File: src/rtl/nbr_pkg.sv
package nbr_pkg;

    localparam int PIX_W  = 8;
    localparam int NTAPS  = 5;
    localparam int SUM_W  = PIX_W + 2;

    typedef enum logic [1:0] {
        MODE_MIN  = 2'b00,
        MODE_MAX  = 2'b01,
        MODE_AVG  = 2'b10,
        MODE_AVGB = 2'b11
    } mode_e;

    typedef enum logic [2:0] {
        ST_IDLE,
        ST_READ,
        ST_WLO,
        ST_WHI,
        ST_FIN
    } state_e;

    // fetch order of the five taps
    typedef enum logic [2:0] {
        TAP_RIGHT = 3'd0,
        TAP_UP    = 3'd1,
        TAP_LEFT  = 3'd2,
        TAP_DOWN  = 3'd3,
        TAP_CTR   = 3'd4
    } tap_e;

    typedef struct packed {
        logic [PIX_W-1:0] lo;
        logic [PIX_W-1:0] hi;
        logic [PIX_W-1:0] ctr;
        logic [SUM_W-1:0] sum;
    } acc_t;

    function automatic logic [PIX_W-1:0] two_stage_mean(
        input logic [SUM_W-1:0] nsum,
        input logic [PIX_W-1:0] centre
    );
        logic [PIX_W-1:0] quarter;
        logic [PIX_W:0]   pair;
        quarter = nsum[SUM_W-1:2];
        pair    = {1'b0, quarter} + {1'b0, centre};
        return pair[PIX_W:1];
    endfunction

endpackage

File: src/rtl/nbr_addr_gen.sv
module nbr_addr_gen
    import nbr_pkg::*;
#(
    parameter int COL_W = 4,
    parameter int ROW_W = 4,
    localparam int AW   = COL_W + ROW_W
) (
    input  logic [AW-1:0] centre_i,
    input  tap_e          tap_i,
    output logic [AW-1:0] addr_o
);

    logic [COL_W-1:0] col, col_inc, col_dec;
    logic [ROW_W-1:0] row, row_inc, row_dec;

    assign col     = centre_i[COL_W-1:0];
    assign row     = centre_i[AW-1:COL_W];
    assign col_inc = col + COL_W'(1);
    assign col_dec = col - COL_W'(1);
    assign row_inc = row + ROW_W'(1);
    assign row_dec = row - ROW_W'(1);

    always_comb begin
        unique case (tap_i)
            TAP_RIGHT: addr_o = {row, col_inc};
            TAP_UP:    addr_o = {row_dec, col};
            TAP_LEFT:  addr_o = {row, col_dec};
            TAP_DOWN:  addr_o = {row_inc, col};
            default:   addr_o = centre_i;
        endcase
    end

endmodule

File: src/rtl/nbr_reduce.sv
module nbr_reduce
    import nbr_pkg::*;
(
    input  logic             clk,
    input  logic             rst,
    input  logic             take_i,
    input  logic             first_i,
    input  logic             centre_i,
    input  mode_e            mode_i,
    input  logic [PIX_W-1:0] rdata_i,
    output logic [PIX_W-1:0] result_o
);

    acc_t acc;

    always_ff @(posedge clk) begin
        if (rst) begin
            acc <= '0;
        end else if (take_i) begin
            if (first_i) begin
                acc.lo  <= rdata_i;
                acc.hi  <= rdata_i;
                acc.sum <= SUM_W'(rdata_i);
            end else begin
                if (rdata_i < acc.lo) acc.lo <= rdata_i;
                if (rdata_i > acc.hi) acc.hi <= rdata_i;
                if (centre_i) acc.ctr <= rdata_i;
                else          acc.sum <= acc.sum + SUM_W'(rdata_i);
            end
        end
    end

    always_comb begin
        unique case (mode_i)
            MODE_MIN: result_o = acc.lo;
            MODE_MAX: result_o = acc.hi;
            default:  result_o = two_stage_mean(acc.sum, acc.ctr);
        endcase
    end

endmodule

File: src/rtl/nbr_ctrl.sv
module nbr_ctrl
    import nbr_pkg::*;
#(
    parameter int AW = 8
) (
    input  logic          clk,
    input  logic          rst,
    input  logic          start_i,
    input  mode_e         mode_i,
    output mode_e         mode_o,
    output tap_e          tap_o,
    output logic [AW-1:0] centre_o,
    output logic          reading_o,
    output logic          wr_lo_o,
    output logic          writing_o,
    output logic          done_o
);

    localparam logic [AW-1:0] LAST_PIX = '1;

    state_e        state;
    tap_e          tap;
    mode_e         mode_q;
    logic [AW-1:0] centre;

    always_ff @(posedge clk) begin
        if (rst) begin
            state  <= ST_IDLE;
            tap    <= TAP_RIGHT;
            mode_q <= MODE_MIN;
            centre <= '0;
        end else begin
            unique case (state)
                ST_IDLE: if (start_i) begin
                    state  <= ST_READ;
                    tap    <= TAP_RIGHT;
                    centre <= '0;
                    mode_q <= mode_i;
                end
                ST_READ: begin
                    if (tap == TAP_CTR) state <= ST_WLO;
                    else                tap   <= tap_e'(tap + 3'd1);
                end
                ST_WLO: state <= ST_WHI;
                ST_WHI: begin
                    if (centre == LAST_PIX) begin
                        state <= ST_FIN;
                    end else begin
                        centre <= centre + AW'(1);
                        tap    <= TAP_RIGHT;
                        state  <= ST_READ;
                    end
                end
                default: state <= ST_IDLE;
            endcase
        end
    end

    assign mode_o    = mode_q;
    assign tap_o     = tap;
    assign centre_o  = centre;
    assign reading_o = (state == ST_READ);
    assign wr_lo_o   = (state == ST_WLO);
    assign writing_o = (state == ST_WLO) || (state == ST_WHI);
    assign done_o    = (state == ST_FIN);

endmodule

File: src/rtl/nbr_smooth_engine.sv
module nbr_smooth_engine
    import nbr_pkg::*;
#(
    parameter int COL_W = 4,
    parameter int ROW_W = 4
) (
    input  logic                   clk,
    input  logic                   rst,
    input  logic                   start_i,
    input  logic [1:0]             mode_i,
    output logic [COL_W+ROW_W-1:0] mem_addr_o,
    output logic                   mem_bank_o,
    output logic                   mem_rd_o,
    output logic                   mem_wr_n_o,
    output logic                   mem_rw_o,
    output logic [PIX_W-1:0]       mem_wdata_o,
    input  logic [PIX_W-1:0]       mem_rdata_i,
    output logic                   done_o
);

    localparam int ADDR_W = COL_W + ROW_W;

    mode_e             mode_q;
    tap_e              tap;
    logic [ADDR_W-1:0] centre, nbr_addr;
    logic              reading, wr_lo, writing;

    nbr_ctrl #(.AW(ADDR_W)) u_ctrl (
        .clk       (clk),
        .rst       (rst),
        .start_i   (start_i),
        .mode_i    (mode_e'(mode_i)),
        .mode_o    (mode_q),
        .tap_o     (tap),
        .centre_o  (centre),
        .reading_o (reading),
        .wr_lo_o   (wr_lo),
        .writing_o (writing),
        .done_o    (done_o)
    );

    nbr_addr_gen #(.COL_W(COL_W), .ROW_W(ROW_W)) u_addr (
        .centre_i (centre),
        .tap_i    (tap),
        .addr_o   (nbr_addr)
    );

    nbr_reduce u_reduce (
        .clk      (clk),
        .rst      (rst),
        .take_i   (reading),
        .first_i  (tap == TAP_RIGHT),
        .centre_i (tap == TAP_CTR),
        .mode_i   (mode_q),
        .rdata_i  (mem_rdata_i),
        .result_o (mem_wdata_o)
    );

    assign mem_addr_o = reading ? nbr_addr : centre;
    assign mem_bank_o = writing;
    assign mem_rd_o   = reading;
    assign mem_wr_n_o = !wr_lo;
    assign mem_rw_o   = !writing;

endmodule

File: config.mk
export PLATFORM = sky130hd
export DESIGN_NAME = nbr_smooth_engine
export DESIGN_NICKNAME = d
export VERILOG_FILES = /design/src/rtl/nbr_pkg.sv /design/src/rtl/nbr_addr_gen.sv /design/src/rtl/nbr_reduce.sv /design/src/rtl/nbr_ctrl.sv /design/src/rtl/nbr_smooth_engine.sv
export SDC_FILE = /design/constraint.sdc
export NUM_CORES = 1
export LEC_CHECK = 0
export ABC_AREA = 1
export CORE_MARGIN = 5
export CORE_UTILIZATION = 58
export CTS_CLUSTER_DIAMETER = 60
export DETAILED_ROUTE_END_ITERATION = 6
export GPL_TIMING_DRIVEN = 0
export HOLD_SLACK_MARGIN = 0.06
export PLACE_DENSITY = 0.88
export SYNTH_ARGS = -nofsm -noshare
export SYNTH_HDL_FRONTEND = slang
export SYNTH_SLANG_ARGS = --single-unit
File: constraint.sdc
create_clock -name clk -period 2.9 [get_ports clk]
set_clock_uncertainty 0.1 [all_clocks]
set_input_delay 0.435 -clock clk [delete_from_list [all_inputs] [get_ports clk]]
set_output_delay 0.435 -clock clk [all_outputs]
set_load 0.02 [all_outputs]
==> impl_metrics.py, run 1 <==
metrics = {
    "clocking": {
        "clockBufferDepth": 2,
        "cts_num_sinks": 50,
        "insertion_delay_ps": 310,
        "cts_tree": "done",
        "post_cts_buffers": 0,
        "hold_buffers": 0,
        "root_buffer": "clkbuf_8",
        "cts_buffers": 5,
        "clk_pin_slew_ps": 90,
        "htreeDepth": 2,
    },
    "setup_path": {
        "crit_path_end_kind": "primary output",
        "cp_cell_sequence": "inv_1, ha_1, nand2_1, xor2_1, inv_1, ha_1, or2_2, nand3_1, xnor2_1, clkdlybuf4s15_1",
        "arrival_ps": 2350,
        "cp.required_ps": 2370,
        "crit_type": "reg -> out",
        "start_kind": "register",
        "slowest_stage": "dfxtp_2",
        "cpPeakStageDelay_ps": 380,
        "path_max_fanout": 4,
    },
    "synth": {
        "ys_warn_count": 0,
        "ys_types": 41,
        "postSynthCellCount": 557,
        "synth_edf_count": 0,
        "synth_fp_nets": 611,
        "ys_ff_latch": 50,
        "netlist_top_cells_area": "dfxtp_1 27%, nand2_1 15%, ha_1 13%, inv_1 8.1%, a21oi_1 7.1%",
        "synth_area_um2": 3721,
        "syn_area_per_cell_um2": 6.681,
        "yosys.area.top_type": "dfxtp_1",
        "seq_area_frac_synth": 0.2690,
        "synthArstFlopShare": 0,
        "synthFlopType": "dfxtp_1",
        "synth_top_area_frac": 0.2690,
    },
    "placed_design": {
        "numPlacedInstances": 666,
        "gp_congestion": 0.9328,
        "dp_hpwl_mm": 7.167,
        "portBuffers": 32,
    },
    "floorplanning": {
        "pin_count": 34,
        "dieWidth_um": 90.10,
        "rows": 29,
        "die_y_um": 90.10,
        "die_area_um2": 8117,
        "start_util": 0.5928,
        "coreArea_um2": 6277,
    },
    "cells_and_area": {
        "area.growth.synth_to_final_pct": 14.66,
        "final_nets": 650,
        "antenna_cells": 0,
        "drive_above_1_share": 0.09380,
        "stdcell_count": 674,
    },
    "timing": {
        "worst_pin_slew_ps": 483.4,
        "fmax_mhz": 346.3,
        "finalHoldWorstSlack_ps": 317.6,
        "drv_slew": 0,
        "finalCritPeriodShare": 0.9958,
        "fin_crit_ps": 2888,
        "hold_violations": 0,
        "maxSlewHeadroom": 0.6760,
        "rsz0062_at_grt": "yes",
        "setup_viol": 0,
    },
    "detailed_routing": {
        "vias": 3724,
        "wl_per_cell_um": 13.69,
        "ant_nets": 0,
        "drt_pre_antenna_iters": 4,
        "drtIter0Drc": 200,
        "viasPerCell": 5.525,
        "routed_wl_mm": 9.230,
        "drc": 0,
    },
    "run_status": {
        "status": "complete, no violations",
    },
    "global_route": {
        "grt_overflow": 0,
        "grt_usage": 0.2300,
        "grt_max_degree": 16,
        "grt_pass1_wl_mm": 15.73,
        "grt_antenna_before_repair": 0,
        "grt_pass1_vias": 3578,
    },
    "hold_path": {
        "worstHoldPathType": "in -> reg",
    },
    "power_and_ir_drop": {
        "powerDensity_nw_per_um2": 468.2,
        "ir_drop_mv": 0.3406,
        "power_leakage_nw": 2.120,
    },
    "job": {
        "cap_violations": 0,
    },
}
power breakdown:
group / internal [mW] / switching (mW) / leakage, nW
combinational: 0.293 / 0.467 / 1.66
clock: 0.192 / 0.240 / 0.0472
sequential: 0.754 / 0.0524 / 0.411
placed cells by master (no fill, tap or decap), types with 2 or more instances in the layout:
cell type,instances
nand2_1,144
inv_1,79
nor2_1,55
a21oi_1,53
dfxtp_1,47
ha_1,36
o21ai_0,27
nand3_1,23
clkdlybuf4s50_1,20
xor2_1,8
dlygate4sd2_1,7
clkbuf_8,6
nand4_1,5
or2_2,5
inv_2,5
buf_2,5
o22ai_1,4
nor2_2,4
buf_4,4
nand2_2,4
o21ai_1,4
o221ai_1,3
a31oi_1,3
nand3_2,3
fa_1,3
dlymetal6s2s_1,3
o211ai_1,2
a21o_1,2
nand3_4,2
xnor2_1,2
nor3_1,2
buf_6,2
clkbuf_1,2
a21oi_2,2
and2_1,2
ha_4,2
dfxtp_2,2
timing repair:
action                                  in CTS  in global routing
endpoints found under the setup margin      11                  5
cloned                                       0                  0
resized for setup                           16                 13
pin swaps                                    0                  2
area by class of cell:
class	instances	area (µm²)
repair buffers	32	316.6
inverters	84	315.3
well taps	77	96.34
flip-flops and latches	50	1007
fillers	530	2011
clock inverters	2	12.51
clock buffers	6	82.58
plain buffers	13	92.59
multi-input cells	410	2344
worst max-delay path: cells and delay by family (launching register included):
| family | cells | cell delay, ps |
|---|---|---|
| and+or+nand+nor | 3 | 510 |
| xor gates and xnor gates | 2 | 280 |
| adders and majority gates | 2 | 390 |
| buffers and inverters | 3 | 490 |
| DFF | 1 | 380 |
cell usage after synthesis (2+ instances only):
| master | number |
|---|---|
| a21o_1 | 2 |
| a21oi_1 | 53 |
| a21oi_2 | 2 |
| a31oi_1 | 3 |
| and2_1 | 2 |
| buf_2 | 5 |
| buf_4 | 3 |
| buf_6 | 2 |
| clkbuf_1 | 2 |
| dfxtp_1 | 50 |
| fa_1 | 3 |
| ha_1 | 38 |
| inv_1 | 80 |
| inv_2 | 4 |
| nand2_1 | 144 |
| nand2_2 | 4 |
| nand3_1 | 23 |
| nand3_2 | 3 |
| nand3_4 | 2 |
| nand4_1 | 5 |
| nor2_1 | 56 |
| nor2_2 | 3 |
| nor3_1 | 2 |
| o211ai_1 | 2 |
| o21ai_0 | 28 |
| o21ai_1 | 4 |
| o221ai_1 | 3 |
| o22ai_1 | 4 |
| or2_2 | 5 |
| xnor2_1 | 2 |
| xor2_1 | 8 |
registers in the layout, summed over array words and instances, names as in the netlist:
register / count
u_ctrl.centre_o: 8
u_ctrl.mode_o: 2
u_ctrl.state: 3
u_ctrl.tap_o: 3
u_reduce.acc: 34
per-layer routing:
layer,wire (µm),part of all wire,global-route usage
met1,3928,0.43,0.2741
met5,0,0,0
met2,4374,0.47,0.3939
met3,546,0.059,0.04508
met4,380,0.041,0.1092
worst paths after layout:
check / depth (start not counted) / start / end / slack, ps
worst max-delay path: 10 / u_ctrl.tap_o[0]$_SDFFE_PP0P_ / mem_addr_o[2] / 10
worst min-delay path: 2 / rst / u_ctrl.tap_o[1]$_SDFFE_PP0P_ / 320
worst max register to register: 10 / u_ctrl.tap_o[0]$_SDFFE_PP0P_ / u_reduce.acc[23]$_SDFFE_PP0P_ / 990
worst min register to register: 1 / u_ctrl.tap_o[0]$_SDFFE_PP0P_ / u_ctrl.tap_o[0]$_SDFFE_PP0P_ / 390
stage by stage:
stage / cell area [µm²] / util / TNS, ps / power (mW) / setup WS [ps]
2_1_floorplan: 3721 / - / 0 / 1.350 / 471.1
3_3_place_gp: 4138 / 0.6592 / -53.26 / 1.554 / -53.26
3_5_place_dp: 4138 / 0.6592 / -151.5 / 1.579 / -151.5
4_1_cts: 4225 / 0.6731 / 0 / 1.998 / 19.11
5_1_grt: 4267 / 0.6797 / -139.2 / 2.144 / -139.2
6_report: 4267 / 0.6797 / 0 / 1.998 / 12.30
kinds of logic (layout without fill, tap and decap cells):
kind of cell / count (synthesis) / after routing / synth area share
buf+inv: 97 / 137 / 0.1096
fa+ha+maj: 41 / 41 / 0.1439
compound gates: 103 / 103 / 0.1503
mux: 2 / 2 / 0.005716
simple gates: 254 / 254 / 0.2979
xor+xnor: 10 / 10 / 0.02354
flops: 50 / 50 / 0.2690
(Power assumes the default switching activity.)
==> run 2, diff against run 1 <==
--- a/config.mk
+++ b/config.mk
@@ -7,12 +7,14 @@
 export LEC_CHECK = 0
 export ABC_AREA = 1
 export CORE_MARGIN = 5
-export CORE_UTILIZATION = 58
-export CTS_CLUSTER_DIAMETER = 60
+export CORE_UTILIZATION = 59
+export CTS_CLUSTER_DIAMETER = 200
 export DETAILED_ROUTE_END_ITERATION = 6
 export GPL_TIMING_DRIVEN = 0
 export HOLD_SLACK_MARGIN = 0.06
-export PLACE_DENSITY = 0.88
+export PLACE_DENSITY = 0.89
 export SYNTH_ARGS = -nofsm -noshare
 export SYNTH_HDL_FRONTEND = slang
+export SYNTH_HIERARCHICAL = 1
 export SYNTH_SLANG_ARGS = --single-unit
+export TNS_END_PERCENT = 5
==> run 2 against run 1 <==
Net effect:
- sequential cell count is the same
- critical path type unchanged
- final cell count grew 12%
- design area grew 10%
- register-to-register slack lost 150 ps
- via count grew 12%
- clock power grew 40%
- wire length grew 10%
- area after synthesis grew 9.0%
- fmax grew 4.6%
- worst setup slack gained 130 ps
- hold slack gained 42 ps
==> impl_metrics.py, run 2 <==
metrics = {
    "run_status": {
        "status": "complete, no violations",
    },
    "detailed_routing": {
        "routed_wl_mm": 10.18,
        "drc": 0,
        "viasPerCell": 5.526,
        "wl_per_cell_um": 13.45,
        "vias": 4183,
        "drt_pre_antenna_iters": 5,
        "ant_nets": 0,
        "drtIter0Drc": 238,
    },
    "timing": {
        "fmax_mhz": 362.2,
        "hold_violations": 0,
        "drv_slew": 0,
        "finalCritPeriodShare": 0.9519,
        "worst_pin_slew_ps": 541.1,
        "rsz0062_at_grt": "yes",
        "fin_crit_ps": 2761,
        "setup_viol": 0,
        "maxSlewHeadroom": 0.6393,
    },
    "cells_and_area": {
        "layout_common_cells": "182 x nand2_1, 82 x inv_1, 61 x nor2_1",
        "antenna_cells": 0,
        "drive_above_1_share": 0.1078,
        "largest_reg_flops": 34,
        "final_cell_area_um2": 4692,
        "final_nets": 729,
        "regMostFlops": "u_reduce/acc",
        "final_common_cell": "nand2_1",
        "area.growth.synth_to_final_pct": 15.63,
    },
    "power_and_ir_drop": {
        "p_clk_frac": 0.192,
        "power.total_mw": 3.142,
        "ir_drop_mv": 0.4790,
        "swShare": 0.4268,
        "p_comb_frac": 0.508,
        "p_switching_mw": 1.341,
        "intPower_mw": 1.801,
        "powerDensity_nw_per_um2": 669.6,
        "power_leakage_nw": 2.360,
        "p_seq_frac": 0.299,
    },
    "synth": {
        "ys_types": 42,
        "synthFlopType": "dfxtp_1",
        "synth_common_cells": "182 x nand2_1, 82 x inv_1, 61 x nor2_1",
        "yosys.area.top_type": "dfxtp_1",
        "synth_top_area_frac": 0.2467,
        "seq_area_frac_synth": 0.2467,
        "synthArstFlopShare": 0,
        "synth_edf_count": 0,
        "ys_warn_count": 6,
        "synth.most_common_cell": "nand2_1",
        "postSynthCellCount": 634,
        "synth_fp_nets": 687,
        "synth_area_um2": 4058,
        "netlist_top_cells_area": "dfxtp_1 25%, nand2_1 17%, ha_1 11%, inv_1 7.6%, a21oi_1 6.7%",
        "syn_area_per_cell_um2": 6.400,
        "ys_ff_latch": 50,
    },
    "job": {
        "cap_violations": 0,
    },
    "placed_design": {
        "dp_hpwl_mm": 7.704,
        "place_area_um2": 4488,
        "portBuffers": 33,
        "gp_congestion": 0.8610,
    },
    "global_route": {
        "grt_overflow": 0,
        "grt_pass1_wl_mm": 17.12,
        "grt_max_degree": 16,
        "grt_antenna_before_repair": 0,
        "grt_usage": 0.2384,
        "grt_pass1_vias": 3994,
    },
    "setup_path": {
        "path_common_cell": "nand2_1",
        "arrival_ps": 2230,
        "r2r_slack_ps": 840,
        "r2r_start": "u_ctrl/state[1]$_SDFFE_PP0P_",
        "reg2regPathDepth": 13,
        "path_max_fanout": 4,
        "crit_family": "compound AO/OA/AOI/OAI gates",
        "cp.depth": 8,
        "r2r-end": "u_reduce/acc[31]$_SDFFE_PP0P_",
        "cp_cell_sequence": "nand2_1, inv_1, fa_1, a31o_2, nand2_1, nand2_1, o21bai_1, dlygate4sd2_1",
        "slowest_stage": "fa_1",
        "start_kind": "register",
        "cp.required_ps": 2370,
        "path_buf_inv": 2,
        "cp-endpoint": "mem_wdata_o[3]",
        "crit_path_end_kind": "primary output",
        "cpPeakStageDelay_ps": 420,
        "crit_type": "reg -> out",
        "crit_start": "u_reduce/acc[2]$_SDFFE_PP0P_",
    },
    "floorplanning": {
        "die_area_um2": 8636,
        "dieWidth_um": 92.93,
        "die_y_um": 92.93,
        "coreArea_um2": 6756,
        "pin_count": 34,
        "start_util": 0.6006,
        "rows": 30,
    },
    "clocking": {
        "clk_pin_slew_ps": 90,
        "cts_buffers": 5,
        "cts_tree": "done",
        "clockBufferDepth": 2,
        "cts_num_sinks": 50,
        "root_buffer": "clkbuf_8",
        "htreeDepth": 2,
        "insertion_delay_ps": 310,
    },
    "hold_path": {
        "worstHoldPathType": "reg -> reg",
    },
}
## run 2: worst register-to-register path, cell delays in order (launching register included)
cell	delay (ps)
dfxtp_1	380
inv_2	110
nand2_1	130
nor2_4	320
inv_2	120
nor2_2	100
nand3_1	90
nor2_2	120
nand2_2	70
nand2_4	120
buf_12	160
nand2_2	50
nand2_1	70
nor2_2	30
## run 2: power groups by stage
stage	combinational, mW	clock [mW]	sequential [mW]
after floorplan	1.16	0	0.921
after global placement	1.51	0	0.944
after detailed placement	1.57	0	0.949
after CTS	1.57	0.615	0.936
after global routing	1.80	0.640	0.952
final	1.60	0.604	0.941
## run 2: kinds of logic (layout without fill, tap and decap cells)
family | count (synthesis) | in the layout | synth area share
AOI/OAI and AO/OA | 102 | 102 | 0.1391
xor gates and xnor gates | 9 | 9 | 0.01943
adders and majority gates | 40 | 40 | 0.1289
buffers and inverters | 105 | 148 | 0.1055
DFF | 50 | 50 | 0.2467
and+or+nand+nor | 328 | 328 | 0.3605
## run 2: layout make-up
type,instances,area (µm²)
Buffer,10,71.32
Clock inverter,2,60.06
Tap cell,80,100.1
Sequential cell,50,1011
Timing Repair Buffer,35,346.6
Multi-Input combinational cell,479,2664
Fill cell,600,2064
Inverter,95,356.6
Clock buffer,6,82.58
## run 2: what timing repair did
| item | 4_1_cts | 5_1_grt |
|---|---|---|
| hold endpoints to repair | 0 | 0 |
| endpoints found under the setup margin | 10 | 11 |
| hold buffers | 0 | 0 |
| setup buffers | 0 | 2 |
| resized for setup | 16 | 15 |
| pin swaps | 0 | 1 |
## run 2: metal layers
metal  part of all wire  track usage
met5                  0            0
met3              0.061      0.03412
met4              0.017      0.06471
met1               0.42       0.2790
met2               0.51       0.4481
## run 2: worst min path at each step
| stage | from | endpoint | depth (start not counted) |
|---|---|---|---|
| finish | u_reduce/acc[17]$_SDFFE_PP0P_ | u_reduce/acc[17]$_SDFFE_PP0P_ | 2 |
| detailed placement | u_reduce/acc[13]$_SDFFE_PP0P_ | u_reduce/acc[13]$_SDFFE_PP0P_ | 2 |
| CTS | u_reduce/acc[12]$_SDFFE_PP0P_ | u_reduce/acc[12]$_SDFFE_PP0P_ | 2 |
| global route | u_reduce/acc[12]$_SDFFE_PP0P_ | u_reduce/acc[12]$_SDFFE_PP0P_ | 2 |
| floorplan | u_reduce/acc[10]$_SDFFE_PP0P_ | u_reduce/acc[10]$_SDFFE_PP0P_ | 2 |
| global placement | u_reduce/acc[10]$_SDFFE_PP0P_ | u_reduce/acc[10]$_SDFFE_PP0P_ | 2 |
## run 2: metrics by stage
stage          setup WS [ps]  utilization  setup TNS [ps]  instances  hold slack (ps)
3_5_place_dp          -314.4       0.6643          -369.3        747            345.2
6_report               139.4       0.6944               0        757            359.5
3_3_place_gp          -294.6       0.6643          -302.6        747            335.9
2_1_floorplan          396.2            -               0        634            323.9
4_1_cts               -107.0       0.6870          -107.0        755            360.1
5_1_grt               -19.12       0.6944          -19.12        757            382.1
